`src/rtl/cfgrx_pkg.sv`:
```
package cfgrx_pkg;
  localparam int ADDR_W    = 8;
  localparam int SPACE     = 1 << ADDR_W;
  localparam int ADDR_LSB  = 8;
  localparam int DATA_POS  = 7;
  localparam int CAL_ADDR  = 12;
  localparam int AMP_BASE  = 32;
  localparam int AMP_W     = 5;
  localparam int DISC_BASE = 42;
  localparam int DISC_W    = 2;

  typedef logic [ADDR_W-1:0] bit_addr_t;

  typedef struct packed {
    bit_addr_t addr;
    logic      data;
    logic      strobe;
  } ctl_fields_t;

  localparam int FIELDS_W = $bits(ctl_fields_t);

  function automatic int strobe_pos(input int idx);
    return 2 * idx;
  endfunction

  function automatic logic [SPACE-1:0] reset_image(input logic [AMP_W-1:0] amp);
    logic [SPACE-1:0] img;
    img = '0;
    for (int k = 0; k < AMP_W; k++) img[AMP_BASE+k] = amp[k];
    return img;
  endfunction

  function automatic logic in_tuning(input bit_addr_t a);
    return (int'(a) == CAL_ADDR) ||
           (int'(a) >= AMP_BASE && int'(a) < AMP_BASE + AMP_W) ||
           (int'(a) >= DISC_BASE && int'(a) < DISC_BASE + DISC_W);
  endfunction
endpackage

```
`src/rtl/cfg_field_sync.sv`:
```
module cfg_field_sync #(
  parameter int W = 10
) (
  input  logic         clk,
  input  logic         rst_n,
  input  logic [W-1:0] d,
  output logic [W-1:0] q
);
  logic [W-1:0] stage1;

  always_ff @(posedge clk or negedge rst_n) begin
    if (!rst_n) begin
      stage1 <= '0;
      q      <= '0;
    end else begin
      stage1 <= d;
      q      <= stage1;
    end
  end
endmodule

```
`src/rtl/cfg_rise_det.sv`:
```
module cfg_rise_det (
  input  logic clk,
  input  logic rst_n,
  input  logic lvl,
  output logic rise
);
  logic lvl_q;

  always_ff @(posedge clk or negedge rst_n) begin
    if (!rst_n) lvl_q <= 1'b0;
    else        lvl_q <= lvl;
  end

  assign rise = lvl & ~lvl_q;
endmodule

```
`src/rtl/cfg_bit_store.sv`:
```
module cfg_bit_store #(
  parameter int              ADDR_W  = 8,
  parameter int              SPACE   = 256,
  parameter logic [SPACE-1:0] RST_IMG = '0
) (
  input  logic              clk,
  input  logic              rst_n,
  input  logic              we,
  input  logic [ADDR_W-1:0] addr,
  input  logic              d,
  output logic [SPACE-1:0]  img
);
  always_ff @(posedge clk or negedge rst_n) begin
    if (!rst_n)  img       <= RST_IMG;
    else if (we) img[addr] <= d;
  end
endmodule

```
`src/rtl/cfg_bit_rx.sv`:
```
module cfg_bit_rx
  import cfgrx_pkg::*;
#(
  parameter int               CTL_W    = 32,
  parameter int               PORT_IDX = 0,
  parameter logic [AMP_W-1:0] AMP_RST  = 5'h10
) (
  input  logic              clk,
  input  logic              rst_n,
  input  logic [CTL_W-1:0]  ctl_word,
  output logic              cal_en,
  output logic [AMP_W-1:0]  tx_amp,
  output logic [DISC_W-1:0] disc_th
);
  localparam int               STB_POS = strobe_pos(PORT_IDX);
  localparam logic [SPACE-1:0] RST_IMG = reset_image(AMP_RST);

  ctl_fields_t      raw_f, sync_f;
  logic             rise_evt;
  bit_addr_t        wr_addr;
  logic             wr_bit;
  logic [SPACE-1:0] image;

  assign raw_f.addr   = ctl_word[ADDR_LSB +: ADDR_W];
  assign raw_f.data   = ctl_word[DATA_POS];
  assign raw_f.strobe = ctl_word[STB_POS];

  cfg_field_sync #(.W(FIELDS_W)) u_sync (
    .clk(clk), .rst_n(rst_n), .d(raw_f), .q(sync_f)
  );

  cfg_rise_det u_rise (
    .clk(clk), .rst_n(rst_n), .lvl(sync_f.strobe), .rise(rise_evt)
  );

  assign wr_addr = sync_f.addr;
  assign wr_bit  = sync_f.data;

  cfg_bit_store #(.ADDR_W(ADDR_W), .SPACE(SPACE), .RST_IMG(RST_IMG)) u_store (
    .clk(clk), .rst_n(rst_n), .we(rise_evt), .addr(wr_addr), .d(wr_bit), .img(image)
  );

  assign cal_en = image[CAL_ADDR];

  for (genvar k = 0; k < AMP_W; k++) begin : g_amp
    assign tx_amp[k] = image[AMP_BASE+k];
  end

  for (genvar k = 0; k < DISC_W; k++) begin : g_disc
    assign disc_th[k] = image[DISC_BASE+k];
  end
endmodule

```
`config.mk`:
```
export PLATFORM = sky130hd
export DESIGN_NAME = cfg_bit_rx
export DESIGN_NICKNAME = d
export VERILOG_FILES = /design/src/rtl/cfgrx_pkg.sv /design/src/rtl/cfg_field_sync.sv /design/src/rtl/cfg_rise_det.sv /design/src/rtl/cfg_bit_store.sv /design/src/rtl/cfg_bit_rx.sv
export SDC_FILE = /design/constraint.sdc
export NUM_CORES = 1
export LEC_CHECK = 0
export BUFFER_PORTS_ARGS = -buffer_cell sky130_fd_sc_hd__buf_2
export CAP_MARGIN = 20
export CORE_MARGIN = 3
export CORE_UTILIZATION = 48
export DETAILED_ROUTE_END_ITERATION = 16
export GPL_TIMING_DRIVEN = 1
export PLACE_DENSITY = 0.84
export SYNTH_ARGS = -nofsm -noshare
export SYNTH_HDL_FRONTEND = slang
export SYNTH_SLANG_ARGS = --single-unit
```
`constraint.sdc`:
```
create_clock -name clk -period 2.1 [get_ports clk]
set_input_delay 0.42 -clock clk [delete_from_list [all_inputs] [get_ports clk]]
set_output_delay 0.42 -clock clk [all_outputs]
set_load 0.01 [all_outputs]
```
Yosys cells after proc, flatten, opt, wreduce, memory -nomap -nowiden

Index checks and enable logic that the tools add are counted.

$lt $le $gt $ge: 2
Mux-type cells: 3
Bitwise operators: 2
Reduce and logical (&&, ||, !) cells: 1

Operator list:

| cell                                                | count |
|---|---|
| bitwise mux 256 bit                                 | 1 |
| < comparator 8 x 9 -> 1 bit, second input constant  | 1 |
| demux 1 bit (select 8 bit)                          | 1 |
| >= comparator 8 x 1 -> 1 bit, second input constant | 1 |
| AND 1 bit                                           | 1 |
| logical AND 1 bit                                   | 1 |
| two-way mux 1 bit                                   | 1 |
| NOT 1 bit                                           | 1 |

Register bits: 277
Input bits: 34
Output and inout bits: 8
Logic and storage cells: 12

Depth between registers and ports, before layout

Word-level depth: 5
Mapped depth: 3
Depth with buffers taken out: 3

Hierarchy

Synthesis repeated with hierarchy kept, for this count alone.

Cells, all modules: 933
Area total of the unflattened synthesis: 12056.6 um^2

Modules (own cells, without submodules):

| module         | times used | cells an instance | area each (um^2) | sequential area each (um^2) |
|---|---|---|---|---|
| cfg_bit_store  | 1          | 911               | 11517.3          | 6407.4 |
| cfg_field_sync | 1          | 20                | 500.5            | 500.5 |
| cfg_rise_det   | 1          | 2                 | 38.8             | 25.0 |

Worst setup path before layout

Ideal clock, no wire load.

Kind: reg-to-reg
From: register u_sync.q[6]
To: register u_store.img[12]
Setup time: 0.127 ns
Arrival: 1.130 ns
Data required time: 1.973 ns
Setup slack: 0.843 ns
Cell stages (with the launch flop): 4
Path buffers: 0
Period minus slack after synthesis: 1.257 ns
Cells stage by stage: dfrtp_1 nor4b_4 nand4b_1 mux2_1

Word-level cells in the longest chain between the ends: 5
Elaborated cells between the ends (all ways): 6
Those cells by class: order compare: 2; mux: 3; reduce/logical: 1

RTL lines:

| what                                                                                              | RTL line             | source |
|---|---|---|
| start, declared                                                                                   | cfg_field_sync.sv:7  | `output logic [W-1:0] q` |
| start signal, assigned                                                                            | cfg_field_sync.sv:17 | `q <= stage1;` |
| < comparator 8 x 9 -> 1 bit (not written as such) or >= comparator 8 x 1 -> 1 bit (tied branches) | cfg_bit_store.sv:15  | `else if (we) img[addr] <= d;` |
| logical AND 1 bit (not written as such)                                                           | cfg_bit_store.sv:15  |  |
| two-way mux 1 bit (not written as such)                                                           | cfg_bit_store.sv:15  |  |
| demux 1 bit (select 8 bit) (*)                                                                    | -                    |  |
| bitwise mux 256 bit (*)                                                                           | cfg_bit_store.sv:15  |  |
| end signal, assigned                                                                              | cfg_bit_store.sv:14  | `if (!rst_n) img <= RST_IMG;` |
| end signal, assigned by index                                                                     | cfg_bit_store.sv:15  |  |
| end, declared                                                                                     | cfg_bit_store.sv:11  | `output logic [SPACE-1:0] img` |

Every way passes the cells marked *; elsewhere a longest branch is shown, timed or not.
A chain may end at the register's enable or synchronous reset.

Worst setup path after layout

From: register u_store.img[36]
To: output port tx_amp[4]

RTL lines:

| what          | RTL line         | source |
|---|---|---|
| end, declared | cfg_bit_rx.sv:12 | `output logic [AMP_W-1:0] tx_amp,` |

No word-level cell between the ends.

==> key figures <==
GRT
  • GRT Total Usage: 0.129
  • Vias in the first global route: 539
  • Initial antenna violation count: 0
  • First-pass GRT wire length: 2.25 mm
  • Largest net degree at the start of global routing: 30
  • GR Overflow Total: 0

Worst setup path
  • Worst R2R End: u_store.img[35]$_DFFE_PN0P_
  • Worst Path Arrival: 0.96 ns
  • Worst setup EP type: output pin
  • Crit-path max cell delay: 0.53 ns
  • FF-to-FF path depth: 3
  • Top Family by Delay on Critical Path: flip-flops
  • Worst path cell trace: buf_2
  • Slowest CP cell: dfstp_2
  • Reg2reg start: u_sync.q[6]$_DFF_PN0_
  • Bufs and invs on worst path: 1
  • Worst Setup Path Type: register to output pin
  • Worst R2R Setup Slack: 0.75 ns
  • Worst setup startpoint: u_store.img[36]$_DFFE_PN1P_
  • Worst path required time: 1.68 ns
  • Worst-path maximum fanout: 2
  • Startpoint types: register

Yosys
  • Seq cells post-synth: 29
  • Ys flop type: dfrtp_1
  • Top cells by count, synth: 28 x dfrtp_1, 6 x mux2_2, 4 x nand4_1, 4 x nand4b_1
  • Mapped cell area: 958 µm²
  • Seq/Total Area, Yosys: 0.758
  • Synth Instances: 52
  • Largest area contributor in the netlist: dfrtp_1
  • Mapped Nets: 86
  • Post-synthesis async set-or-reset flop share: 1.00
  • Mapped Avg Cell Area: 18.4 µm²
  • Synth top area share: 0.731
  • Synth warn: 0
  • Top-count cell post-synth: dfrtp_1
  • Post-synthesis cell type count: 12
  • Post-synth EDFFs: 0
  • Top cells by area, synth: dfrtp_1 73%, mux2_2 7.0%, nand4b_1 3.7%, dfstp_2 2.7%, nand4_1 2.6%

Floorplan
  • Die width: 50.7 µm
  • Core area: 0.00180 mm²
  • Starting Density: 0.532
  • Die height: 50.7 µm
  • Top-Level Pins: 42
  • Row cnt: 15
  • Die area: 0.00257 mm²

Layout
  • Synth-to-layout area growth: 18.5%
  • Fin nets: 112
  • Antenna cells: 0
  • Layout cells sized above 1: 0.468
  • Final core utilization: 0.631

Detailed routing
  • Routed wl met3: 107 µm
  • Final wirelength: 1.29 mm
  • DR DRC count: 0
  • DRT antenna net count: 0
  • DR WL/cell: 12.4 µm
  • Vias: 502
  • Initial DRC Count: 5
  • Top sig layer: met4
  • Met2 wire length: 630 µm
  • Met1 WL: 525 µm
  • DRT Pass-1 Iters: 4
  • Vias/cell: 4.83

STA
  • Fmax: 0.723 GHz
  • RSZ-0062 raised after global routing: false
  • Slew Limit Headroom: 0.612
  • Final-report hold violation count: 0
  • Clk_skew: 0.00560 ns
  • Worst slew pin tran: 0.583 ns
  • Worst setup margin: 0.717 ns
  • Tcrit/Tclk final: 0.659
  • Setup violators final: 0
  • Setup_tns: 0 ns
  • Fin crit period: 1.38 ns
  • Slew Limit Fails: 0

Clock network
  • Total CTS buffers: 5
  • Post-CTS sizing: 0
  • Clock-pin transition on the worst setup and hold timing paths: 0.09 ns
  • Htree depth: 2
  • Root buf cell: clkbuf_4
  • Hold_buf cts: 0
  • Sink Count: 29
  • CTS tree: built
  • Clock Path Buffers: 2
  • Clk_lat worst skew: 0.31 ns
  • Postcts setup bufs: 0

Placed design
  • Routability-driven placement congestion ratio: 0.778
  • PortBufs: 19
  • Place WS: 0.767 ns

Worst hold path
  • HP Class: input port to async pin

Power
  • Leak: 0.546 nW
  • Power per cell area: 827 mW/mm²
  • Peak VDD IR: 0.557 mV
  • Overall Power: 0.000939 W

Status
  • Outcome: finished, final reports clean

Run
  • Max Cap Violations: 0
layer usage:
metal | vias up | GRT usage
met5 | - | 0
met4 | 0 | 0.103
met3 | 4 | 0.0534
met2 | 20 | 0.202
met1 | 236 | 0.135
li1 | 242 | -
per-stage QoR:
stage,hold slack [ns],cell area [µm²],instances
2_1_floorplan,0.124,958,52
3_3_place_gp,0.332,1080,96
3_5_place_dp,0.335,1080,96
4_1_cts,0.108,1140,104
5_1_grt,0.113,1140,104
6_report,0.0942,1140,104
placed cells by master, fill, tap and decap left out:
master	Yosys	layout
dfrtp_1	28	28
buf_2	0	19
mux2_2	6	6
clkbuf_4	0	5
nand4b_1	4	4
nand4_1	4	4
nor2b_1	2	2
mux2_1	2	2
clkinv_2	0	2
nor3b_1	1	1
nor4b_4	1	1
and4bb_2	1	1
nor3_2	1	1
nor4b_2	1	1
clkbuf_1	0	1
dfstp_2	1	1
registers in the layout, summed over array words and instances, names as in the netlist:
| name | cells |
|---|---|
| u_sync.stage1 | 10 |
| u_sync.q | 10 |
| u_rise.lvl_q | 1 |
| u_store.img | 8 |
area by class of cell:
class / instances / area (µm²)
flip-flops and latches: 29 / 727
clock buffers: 6 / 41.3
multi-input cells: 23 / 231
repair buffers: 19 / 95.1
clock inverters: 2 / 10.0
fillers: 141 / 666
well taps: 25 / 31.3
report_power, final:
part	internal (W)	switching (W)	total [W]	leakage [nW]
logic	0.0000189	0.0000202	0.0000391	0.162
registers	0.000583	0.0000159	0.000599	0.352
clock network	0.000127	0.000175	0.000302	0.0320
total	0.000729	0.000211	0.000939	0.546
logic make-up (layout without fill, tap and decap cells):
group / count (synthesis) / in the layout / share of synthesized area
AND/OR/NAND/NOR: 15 / 15 / 0.148
flip-flops: 29 / 29 / 0.758
buffers and inverters: 0 / 27 / 0
multiplexers: 8 / 8 / 0.0940
how the worst max path moves through the flow:
stage	slack [ns]	end	depth (start not counted)
2_1_floorplan	0.84	u_store.img[12]$_DFFE_PN0P_	3
3_3_place_gp	0.80	u_store.img[12]$_DFFE_PN0P_	3
3_5_place_dp	0.77	u_store.img[12]$_DFFE_PN0P_	3
4_1_cts	0.70	tx_amp[4]	1
5_1_grt	0.66	tx_amp[4]	1
6_report	0.72	tx_amp[4]	1
Note: power is estimated with default switching activity, not from simulation.
